===== config.mk =====
export PLATFORM = sky130hd
export DESIGN_NAME = bootRefreshSeq
export DESIGN_NICKNAME = d
export VERILOG_FILES = /design/src/rtl/bootRefreshPkg.sv /design/src/rtl/bootRefreshTimer.sv /design/src/rtl/bootRefreshCtrl.sv /design/src/rtl/bootRefreshSeq.sv
export SDC_FILE = /design/constraint.sdc
export NUM_CORES = 1
export LEC_CHECK = 0
export CORE_AREA = 10 10 47 49
export CTS_BUF_LIST = sky130_fd_sc_hd__clkbuf_16
export DETAILED_ROUTE_END_ITERATION = 8
export DIE_AREA = 0 0 57 59
export DONT_BUFFER_PORTS = 1
export GPL_TIMING_DRIVEN = 0
export PLACE_DENSITY = 0.51
export SYNTH_ARGS = -nofsm -noshare
export SYNTH_HDL_FRONTEND = slang
export SYNTH_HIERARCHICAL = 1
export SYNTH_SLANG_ARGS = --single-unit

===== constraint.sdc =====
create_clock -name clk -period 4.95 [get_ports clk]
set_input_delay 0.99 -clock clk [delete_from_list [all_inputs] [get_ports clk]]
set_output_delay 0.99 -clock clk [all_outputs]
set_load 0.01 [all_outputs]

===== src/rtl/bootRefreshPkg.sv =====
package bootRefreshPkg;

  typedef enum logic [1:0] {
    PWM_LOW     = 2'b00,
    PWM_HIGH    = 2'b01,
    PWM_TRI     = 2'b10,
    PWM_TRI_ALT = 2'b11
  } pwmState_t;

  typedef enum logic [1:0] {
    ST_IDLE = 2'b00,
    ST_ON   = 2'b01,
    ST_OFF  = 2'b10
  } seqState_t;

  // strobes from control to the interval timer
  typedef struct packed {
    logic clear;
    logic run;
  } timerCmd_t;

endpackage


===== src/rtl/bootRefreshTimer.sv =====
module bootRefreshTimer
  import bootRefreshPkg::*;
#(
  parameter int ON_CYCLES  = 40,
  parameter int OFF_CYCLES = 40
) (
  input  logic      clk,
  input  logic      rstN,
  input  timerCmd_t cmd,
  output logic      onDone,
  output logic      offDone
);
  localparam int MAX_CYCLES = (ON_CYCLES > OFF_CYCLES) ? ON_CYCLES : OFF_CYCLES;
  localparam int CW         = $clog2(MAX_CYCLES + 1);

  logic [CW-1:0] count;

  always_ff @(posedge clk or negedge rstN) begin
    if (!rstN)          count <= '0;
    else if (cmd.clear) count <= '0;
    else if (cmd.run)   count <= count + 1'b1;
  end

  assign onDone  = (count == CW'(ON_CYCLES - 1));
  assign offDone = (count == CW'(OFF_CYCLES - 1));
endmodule


===== src/rtl/bootRefreshCtrl.sv =====
module bootRefreshCtrl
  import bootRefreshPkg::*;
(
  input  logic      clk,
  input  logic      rstN,
  input  logic      pwmTri,
  input  logic      gateEn,
  input  logic      bootLow,
  input  logic      bootHigh,
  input  logic      onDone,
  input  logic      offDone,
  output timerCmd_t cmd,
  output logic      lsReq,
  output logic      refreshActive
);
  seqState_t state, nextState;
  logic      allowed;

  assign allowed = pwmTri && gateEn && !bootHigh;

  always_comb begin
    nextState = state;
    if (!allowed) begin
      nextState = ST_IDLE;
    end else begin
      unique case (state)
        ST_IDLE: if (bootLow) nextState = ST_ON;
        ST_ON:   if (onDone)  nextState = ST_OFF;
        ST_OFF:  if (offDone) nextState = ST_ON;
        default: nextState = ST_IDLE;
      endcase
    end
  end

  always_comb begin
    cmd.clear = (nextState != state) || (nextState == ST_IDLE);
    cmd.run   = !cmd.clear;
  end

  always_ff @(posedge clk or negedge rstN) begin
    if (!rstN) state <= ST_IDLE;
    else       state <= nextState;
  end

  assign lsReq         = (state == ST_ON);
  assign refreshActive = (state != ST_IDLE);
endmodule


===== src/rtl/bootRefreshSeq.sv =====
module bootRefreshSeq
  import bootRefreshPkg::*;
#(
  parameter int ON_CYCLES  = 40,
  parameter int OFF_CYCLES = 40
) (
  input  logic       clk,
  input  logic       rstN,
  input  logic [1:0] pwmState,
  input  logic       gateEn,
  input  logic       bootLow,
  input  logic       bootHigh,
  output logic       lsReq,
  output logic       refreshActive
);
  timerCmd_t timerCmd;
  logic      onDone, offDone, pwmTri;

  assign pwmTri = (pwmState == PWM_TRI) || (pwmState == PWM_TRI_ALT);

  bootRefreshCtrl ctrl (
    .clk(clk), .rstN(rstN), .pwmTri(pwmTri), .gateEn(gateEn),
    .bootLow(bootLow), .bootHigh(bootHigh), .onDone(onDone), .offDone(offDone),
    .cmd(timerCmd), .lsReq(lsReq), .refreshActive(refreshActive)
  );

  bootRefreshTimer #(.ON_CYCLES(ON_CYCLES), .OFF_CYCLES(OFF_CYCLES)) timer (
    .clk(clk), .rstN(rstN), .cmd(timerCmd), .onDone(onDone), .offDone(offDone)
  );
endmodule


==> results of run 1 <==
-- logic make-up after synthesis --
family | after synthesis | synth area share [%]
muxes | 2 | 4.55
and+or+nand+nor | 20 | 27.8
DFF | 8 | 45.5
xor gates and xnor gates | 4 | 7.96
adders and majority gates | 1 | 2.84
AOI/OAI and AO/OA | 6 | 7.67
buffers and inverters | 3 | 3.69
-- cell usage after synthesis, drive strengths merged --
cell    n
or3b    2
o21ai   1
or3     1
dfrtp   8
xor2    3
nand2   1
a21o    1
and2b   1
nor2    6
ha      1
buf     2
clkbuf  1
or2     1
nand4   2
a21oi   3
mux2i   2
o22ai   1
nand3b  2
nand3   2
xnor2   1
or4bb   1
nand4b  1
-- area by class of cell --
cell class,instances,area (µm²),area share (%)
plain buffers,3,16.3,3.04
multi-input cells,33,224,41.8
well taps,16,20.0,3.74
flip-flops and latches,8,200,37.4
clock buffers,3,75.1,14.0
-- stage by stage --
stage / instances / utilization, % / hold WS (ns)
after floorplan: 44 / - / 0.522
final: 63 / 38.2 / 0.453
after global routing: 63 / 38.2 / 0.444
after CTS: 63 / 38.2 / 0.448
after detailed placement: 60 / 32.9 / 0.561
after global placement: 60 / 32.9 / 0.552
-- registers in the layout, summed over array words and instances (netlist names) --
signal / cells
timer/count: 6
ctrl/state: 2
-- layer usage --
layer	routed length, µm	part of all wire [%]
met5	0	0
met4	37	4.2
met3	61	6.9
met2	405	46
met1	376	43
-- power by group --
group / switching, mW / total [mW] / internal, mW
sequential: 0.000328 / 0.0664 / 0.0661
combinational: 0.00164 / 0.00332 / 0.00168
clock: 0.0311 / 0.135 / 0.104
total: 0.0331 / 0.205 / 0.172
-- final timing paths --
kind / endpoint / slack (ns) / cells after the start
worst max register to register: timer/count[5]$_DFFE_PN0P_ / 2.65 / 10
max in group asynchronous: timer/count[3]$_DFFE_PN0P_ / 4.43 / 0
worst min-delay path: ctrl/state[1]$_DFF_PN0_ / 0.45 / 0
worst max-delay path: timer/count[5]$_DFFE_PN0P_ / 2.65 / 10
worst min register to register: timer/count[5]$_DFFE_PN0P_ / 0.56 / 2
min in group clk: timer/count[5]$_DFFE_PN0P_ / 0.56 / 2
-- worst register-to-register path, stage by stage (launching register included) --
cell      delay, ns
dfrtp_1        0.41
ha_1           0.24
nand4b_1       0.10
nor2_1         0.07
buf_4          0.14
or3b_1         0.39
a21oi_1        0.13
buf_2          0.18
nand3_1        0.10
or3_1          0.31
a21oi_1        0.15
==> results.ini, run 1 <==
[cts]
cts_root_buffer = clkbuf_16
clock_sinks = 8
htree_num_levels = 1
cts_buffers = 3
cts_setup_buffers = 0
clkTransAtPathRegs_ns = 0.04
hold_buffers = 0
clk_latency_ns = 0.23
cts_tree = built
cts.repair.resized = 0
clockBufferDepth = 2

[die]
io_pins = 9
core_um2 = 1400
die_y_um = 59
rows = 14
dieWidth_um = 57
start_util_pct = 31.4
dieArea_um2 = 3360

[setup_path]
crit_chain = ha_1 -> nand4b_1 -> nor2_1 -> buf_4 -> or3b_1 -> a21oi_1 -> buf_2 -> nand3_1 -> or3_1 -> a21oi_1
critical_path.slowest_cell = dfrtp_1
slowest_delay_ns = 0.41
cp-start-kind = flip-flop
r2r_start = timer/count[0]$_DFFE_PN0P_
path_max_fanout = 6
critPathKind = flip-flop to flip-flop
crit_start = timer/count[0]$_DFFE_PN0P_
critPathBufInv = 2
cp.required_ns = 5.10
crit_top_cell = a21oi_1
crit_family = simple AND/OR/NAND/NOR gates
end_kind = flip-flop
arrival_ns = 2.45

[yosys]
yosys_warnings = 6
avgSynthCellArea_um2 = 10.0
synth_top_area_cell = dfrtp_1
synth_nets = 52
synth_top_area_share_pct = 45.5
yosysUniqueCellTypes = 23
synth.yosys.seq_area_share_pct = 45.5
synth_cells = 44
synthTopCellsByArea = dfrtp_1 (45%), xor2_1 (6.0%), nor2_1 (5.1%)
syn_area_um2 = 440
ys_ff_latch = 8

[global_route]
gr-total-overflow = 0
use_met2_pct = 9.46
met3_usage_pct = 3.65
use_met1_pct = 5.67
grt_usage_pct = 6.21
grt_max_degree = 9
grt_pass1_vias = 360
top_usage_layer = met2
grt_pass1_wl_um = 1570
antenna_found_initial = 0

[drt]
ant_nets = 0
vias = 313
wl_um = 879
vias_per_cell = 4.97
wl_per_cell_um = 14.0
first_pass_iters = 1
drc = 0
drtIter0Drc = 0

[final_layout]
nets = 57
fillers = 149
layout_common_cells = dfrtp_1 (8), nor2_1 (6), clkbuf_16 (3), a21oi_1 (3), xor2_1 (3)
layout-drive-gt1-share_pct = 14.9
final_common_cell = dfrtp_1
diodes = 0
design_area_um2 = 536
area_growth_syn_to_layout_pct = 21.6

[sta]
grt_setup_unrepaired = false
clock.fmax_mhz = 436
hold_violations = 0
finalCritPeriodShare_pct = 46.4
slew_headroom_pct = 86.1
slew_viol_final = 0
post-route-min-period_ns = 2.30
setup_ws_ns = 2.65
fin_skew_ns = 0.00197
fin_setup_tns_ns = 0
tightest_slew_ns = 0.209
setup_viol = 0

[power_and_ir_drop]
ir_drop_uv = 166
powerDensity_nw_per_um2 = 383
power.leakage_nw = 0.217
finalPower_uw = 205

[worst_hold_path]
min_path_type = input pin to asynchronous set/reset pin

[place]
dpl.hpwl_um = 637
globalplace.congestion = 0.735
pre_cts_ws_ns = 2.66
io_buffer_count = 0
post_dp_cell_area_um2 = 460

[job]
drv_cap = 0

[outcome]
status = finished, final reports clean

No activity file was read; power rests on OpenSTA's default activity.
==> run 2: changes to the inputs <==
==> constraint.sdc (replaced) <==
create_clock -name clk -period 2.24 [get_ports clk]
set_input_delay 0.448 -clock clk [delete_from_list [all_inputs] [get_ports clk]]
set_output_delay 0.448 -clock clk [all_outputs]
set_load 0.01 [all_outputs]
==> run 2 against run 1 <==
Compared with the run above: clock power rose by 120%; sequential power rose by 120%; worst setup slack got worse by 2.5 ns; largest cell class unchanged; core utilization rose by 4.5 points; critical path type unchanged; first-iteration DRC count rose by 1; via count rose by 11%; critical endpoint unchanged; maximum frequency rose by 7.5%; critical path depth did not move; sequential share of layout area fell by 3.9 points; cell area rose by 12%; global-route usage rose by 0.17 points; largest power group unchanged; non-clock buffer count rose by 5.
==> results.ini, run 2 (same netlist as run 1, synthesis figures left out) <==
[outcome]
status = finished, final reports clean

[sta]
setup_viol = 0  ; unchanged
timing.hold.ws_ns = 0.404  ; -0.0493 ns
slew_headroom_pct = 74.8  ; -11 points
tightest_slew_ns = 0.377  ; +0.168 ns
post-route-min-period_ns = 2.13  ; -0.161 ns
slew_viol_final = 0  ; unchanged
fin_setup_tns_ns = 0  ; unchanged
fin_skew_ns = 0.00212  ; +0.000154 ns
finalCritPeriodShare_pct = 95.3  ; +49 points
clock.fmax_mhz = 468  ; +7.5%
hold_violations = 0  ; unchanged

[place]
io_buffer_count = 0  ; unchanged
dpl.hpwl_um = 637  ; unchanged
dp.cells = 60  ; unchanged
globalplace.congestion = 0.735  ; unchanged

[die]
die_y_um = 59  ; unchanged
dieArea_um2 = 3360  ; unchanged
dieWidth_um = 57  ; unchanged
rows = 14  ; unchanged
core_um2 = 1400  ; unchanged
io_pins = 9  ; unchanged
start_util_pct = 31.4  ; unchanged

[global_route]
grt_max_degree = 9  ; unchanged
gr-total-overflow = 0  ; unchanged
grt_pass1_wl_um = 1610  ; +3.1%
grt_pass1_vias = 372  ; +3.3%
antenna_found_initial = 0  ; unchanged
grt_usage_pct = 6.39  ; +0.17 points

[power_and_ir_drop]
power_frac_clock_pct = 65.3  ; -0.7 points
ir_drop_uv = 349  ; +110%
switchingPower_uw = 77.3  ; +130%
power.leakage_nw = 0.244  ; +12%
seq_power_share_pct = 32.0  ; -0.4 points
power_frac_comb_pct = 2.7  ; +1.1 points
swShare_pct = 16.8  ; +0.69 points
powerDensity_nw_per_um2 = 767  ; +100%
p_int_uw = 382  ; +120%

[cts]
cts_tree = built
clockBufferDepth = 2  ; unchanged
clkTransAtPathRegs_ns = 0.04  ; about the same
clk_latency_ns = 0.23  ; about the same
cts_buffers = 3  ; unchanged
cts_root_buffer = clkbuf_16
htree_num_levels = 1  ; unchanged
clock_sinks = 8  ; unchanged

[setup_path]
end_kind = flip-flop
crit_start = timer/count[1]$_DFFE_PN0P_
r2r_end = timer/count[5]$_DFFE_PN0P_
reg2reg_slack_ns = 0.11  ; -2.55 ns
cp-start-kind = flip-flop
r2r.worst_path.cells = 10  ; unchanged
r2r_start = timer/count[1]$_DFFE_PN0P_
arrival_ns = 2.30  ; -0.15 ns
critPathKind = flip-flop to flip-flop
cp.required_ns = 2.40  ; -2.70 ns
crit_end = timer/count[5]$_DFFE_PN0P_
path_max_fanout = 3  ; -3

[final_layout]
diodes = 0  ; unchanged
area_growth_syn_to_layout_pct = 35.8
top_regs = timer/count (6), ctrl/state (2)
layout_common_cells = dfrtp_1 (8), buf_4 (6), nor2_1 (5)
fin_util_pct = 42.7  ; +4.5 points
final_cell_count_no_fill = 68  ; +7.9%
layout-drive-gt1-share_pct = 32.7  ; +18 points
regMostFlops = timer/count
nets = 62  ; +8.8%
largest_register_ff_count = 6  ; unchanged
final_common_cell = dfrtp_1

[worst_hold_path]
min_path_type = input pin to flip-flop

[drt]
wl_per_cell_um = 13.8  ; -0.92%
first_pass_iters = 2  ; +1
vias = 348  ; +11%
drtIter0Drc = 1  ; +1
drc = 0  ; unchanged
wl_um = 940  ; +6.9%
vias_per_cell = 5.12  ; +3.0%
ant_nets = 0  ; unchanged

[job]
drv_cap = 0  ; unchanged

## run 2: cell types whose count changed in the layout (fill, tap and decap cells not counted), sizes merged
cell / previous run / this run
buf: 2 / 6
dlygate4sd3: 0 / 1
## run 2: final cells by class
class                      count  area, µm²
buffer                         3       18.8
multi-input combinational     33        244
clock buffer                   3       75.1
tap                           16       20.0
fill                         143        803
timing repair buffer           5       40.0
sequential                     8        200
## run 2: how the worst min path moves through the flow
| stage | from | to | slack [ns] | cells after the start |
|---|---|---|---|---|
| floorplan | rstN | ctrl/state[0]$_DFF_PN0_ | 0.15 | 0 |
| global placement | rstN | timer/count[5]$_DFFE_PN0P_ | 0.15 | 0 |
| detailed placement | rstN | timer/count[5]$_DFFE_PN0P_ | 0.15 | 0 |
| CTS | bootHigh | ctrl/state[0]$_DFF_PN0_ | 0.40 | 2 |
| global route | bootHigh | ctrl/state[0]$_DFF_PN0_ | 0.41 | 2 |
| finish | bootHigh | ctrl/state[0]$_DFF_PN0_ | 0.40 | 2 |
## run 2: metal layers
layer	global-route usage, %	vias to the layer above	wire length, µm
met3	3.65	5	58
met4	6.04	0	34
met1	5.79	163	395
li1	-	174	-
met2	9.92	6	451
met5	0	-	0
## run 2: power groups by stage
stage | Combinational [mW] | Clock, mW | Sequential [mW]
floorplan | 0.00654 | 0 | 0.148
global placement | 0.00742 | 0 | 0.148
detailed placement | 0.00736 | 0 | 0.149
CTS | 0.0121 | 0.308 | 0.147
global route | 0.0140 | 0.317 | 0.147
finish | 0.0124 | 0.300 | 0.147
## run 2: worst max-delay path, cell delays in order (launching register included)
cell      delay [ns]
dfrtp_1         0.38
ha_2            0.20
nand4b_1        0.10
nor2_2          0.06
buf_4           0.13
or3b_4          0.38
a21oi_2         0.14
buf_4           0.12
nand3_1         0.08
or3_4           0.34
a21oi_2         0.13
## run 2: metrics by stage
stage,instance area (µm²),setup WS [ns],power [mW]
after floorplan,440,0.108,0.155
after global placement,460,-0.0447,0.156
after detailed placement,460,-0.0466,0.156
after CTS,563,0.0407,0.467
after global routing,598,-0.00584,0.478
final,598,0.105,0.459
## run 2: timing repair
item	in CTS	in global routing
hold buffers	1	0
pin swaps	0	4
endpoints found under the hold margin	8	0
setup buffers	2	2
gates resized for setup	1	6
cloned	0	0
endpoints found under the setup margin	1	3
==> run 3: changes to the inputs <==
--- a/config.mk
+++ b/config.mk
@@ -10,7 +10,6 @@
 export DETAILED_ROUTE_END_ITERATION = 8
 export DIE_AREA = 0 0 57 59
 export DONT_BUFFER_PORTS = 1
-export GPL_TIMING_DRIVEN = 0
 export PLACE_DENSITY = 0.51
 export SYNTH_ARGS = -nofsm -noshare
 export SYNTH_HDL_FRONTEND = slang
==> run 3 against run 2 <==
Compared with the run above: count of clock-buffer cells in the layout stayed put; sequential share of layout area is 3.6 points higher; clock skew hardly changed; cell area is 9.6% lower; worst setup slack better by 0.055 ns; final cell count is 8.8% lower; total power is 1.4% lower; critical path depth is 2 lower; non-clock buffer count is 6 lower; clock power is 2% lower; critical endpoint unchanged; largest cell class unchanged; largest power group unchanged; highest routed layer is now met3.
==> results.ini, run 3 (same netlist as run 1, synthesis figures left out) <==
[outcome]
status = finished, final reports clean

[cts]
clockBufferDepth = 2  ; unchanged
htree_num_levels = 1  ; unchanged
cts_tree = built
clock_sinks = 8  ; unchanged
clk_latency_ns = 0.23  ; about the same
cts_setup_buffers = 0  ; -2
clkTransAtPathRegs_ns = 0.04  ; about the same
cts_buffers = 3  ; unchanged
cts_root_buffer = clkbuf_16

[global_route]
gr-total-overflow = 0  ; unchanged
grt_pass1_wl_um = 1510  ; -6.4%
grt_usage_pct = 5.68  ; -0.71 points
grt_max_degree = 9  ; unchanged
antenna_found_initial = 0  ; unchanged
grt_pass1_vias = 350  ; -5.9%

[setup_path]
slowest_delay_ns = 0.44  ; +0.06 ns
arrival_ns = 2.23  ; -0.07 ns
crit_end = timer/count[5]$_DFFE_PN0P_
reg2reg_slack_ns = 0.16  ; +0.05 ns
cp.required_ns = 2.39  ; about the same
r2r_start = timer/count[0]$_DFFE_PN0P_
cp.depth = 8  ; -2
crit_chain = ha_1 -> nand4b_1 -> nor2_1 -> or3b_1 -> a21oi_2 -> nand3_1 -> or3_1 -> a21oi_1
r2r_end = timer/count[5]$_DFFE_PN0P_
critPathKind = flip-flop to flip-flop
cp-start-kind = flip-flop
critPathBufInv = 0  ; -2
r2r.worst_path.cells = 8  ; -2
crit_family = simple AND/OR/NAND/NOR gates
critical_path.slowest_cell = or3b_1
end_kind = flip-flop
path_max_fanout = 4  ; +1
crit_start = timer/count[0]$_DFFE_PN0P_

[die]
core_um2 = 1400  ; unchanged
start_util_pct = 31.4  ; unchanged
io_pins = 9  ; unchanged
rows = 14  ; unchanged
dieArea_um2 = 3360  ; unchanged
die_y_um = 59  ; unchanged
dieWidth_um = 57  ; unchanged

[place]
dp.cells = 58  ; -3.3%
io_buffer_count = 0  ; unchanged
globalplace.congestion = 0.795  ; +8.1%

[job]
drv_cap = 0  ; unchanged

[final_layout]
largest_register_ff_count = 6  ; unchanged
final_cell_count_no_fill = 62  ; -8.8%
diodes = 0  ; unchanged
top_regs = timer/count (6), ctrl/state (2)
nets = 56  ; -9.7%
layout_common_cells = dfrtp_1 (8), nor2_1 (6), clkbuf_16 (3), xor2_1 (3)
final_common_cell = dfrtp_1
regMostFlops = timer/count
layout-drive-gt1-share_pct = 15.2  ; -17 points
area_growth_syn_to_layout_pct = 22.7

[drt]
drc = 0  ; unchanged
ant_nets = 0  ; unchanged
vias_per_cell = 5.21  ; +1.8%
wl_um = 829  ; -12%
wl_per_cell_um = 13.4  ; -3.3%
first_pass_iters = 4  ; +2
vias = 323  ; -7.2%
drtIter0Drc = 7  ; +6

[sta]
hold_violations = 0  ; unchanged
setup_viol = 0  ; unchanged
slew_viol_final = 0  ; unchanged
grt_setup_unrepaired = false
finalCritPeriodShare_pct = 92.9  ; -2.4 points
clock.fmax_mhz = 481  ; +2.6%
fin_skew_ns = 0.00182  ; -0.000301 ns
fin_setup_tns_ns = 0  ; unchanged
post-route-min-period_ns = 2.08  ; -0.0547 ns
tightest_slew_ns = 0.370  ; -0.00718 ns
slew_headroom_pct = 75.3  ; +0.48 points

[power_and_ir_drop]
ir_drop_uv = 455  ; +31%
powerDensity_nw_per_um2 = 837  ; +9.1%
power.leakage_nw = 0.214  ; -12%
finalPower_uw = 452  ; -1.4%

[worst_hold_path]
min_path_type = input pin to flip-flop

-- run 3: worst min path at each step --
stage,endpoint,startpoint,slack (ns),cells after the start
floorplan,ctrl/state[0]$_DFF_PN0_,rstN,0.15,0
global placement,timer/count[4]$_DFFE_PN0P_,rstN,0.15,0
detailed placement,timer/count[4]$_DFFE_PN0P_,rstN,0.15,0
CTS,ctrl/state[0]$_DFF_PN0_,bootHigh,0.41,2
global route,ctrl/state[0]$_DFF_PN0_,bootHigh,0.44,2
finish,ctrl/state[0]$_DFF_PN0_,bootHigh,0.41,2
-- run 3: worst register-to-register path, stage by stage (launching register included) --
cell and delay [ns]:
dfrtp_1 0.41, ha_1 0.25, nand4b_1 0.10, nor2_1 0.08, or3b_1 0.44, a21oi_2 0.19, nand3_1 0.10, or3_1 0.31
a21oi_1 0.14
-- run 3: final cells by class --
cell class / count / area [µm²]
clock buffer: 3 / 75.1
tap: 16 / 20.0
fill: 138 / 861
sequential: 8 / 200
multi-input combinational: 33 / 228
timing repair buffer: 2 / 17.5
-- run 3: repair_timing --
action / 4_1_cts / 5_1_grt
hold endpoints to repair: 8 / 0
resized for setup: 0 / 1
endpoints found under the setup margin: 0 / 1
hold buffers: 1 / 0
-- run 3: power by group --
group / internal (mW) / switching (mW)
logic: 0.00466 / 0.00628
registers: 0.146 / 0.000661
clock network: 0.230 / 0.0652
-- run 3: per-stage QoR --
step | hold WS (ns) | cell area [µm²] | utilization [%] | setup WS, ns
2_1_floorplan | 0.152 | 440 | - | 0.108
3_3_place_gp | 0.153 | 452 | 32.2 | 0.167
3_5_place_dp | 0.153 | 452 | 32.2 | 0.146
4_1_cts | 0.406 | 537 | 38.3 | 0.134
5_1_grt | 0.439 | 541 | 38.6 | 0.0422
6_report | 0.410 | 541 | 38.6 | 0.160
-- run 3: metal layers --
metal  wire length, µm  up-vias  track usage [%]
met2               453        3             9.77
li1                  -      160                -
met3                19        0             1.29
met1               356      160             5.99
met4                 0        0             4.03
met5                 0        -                0
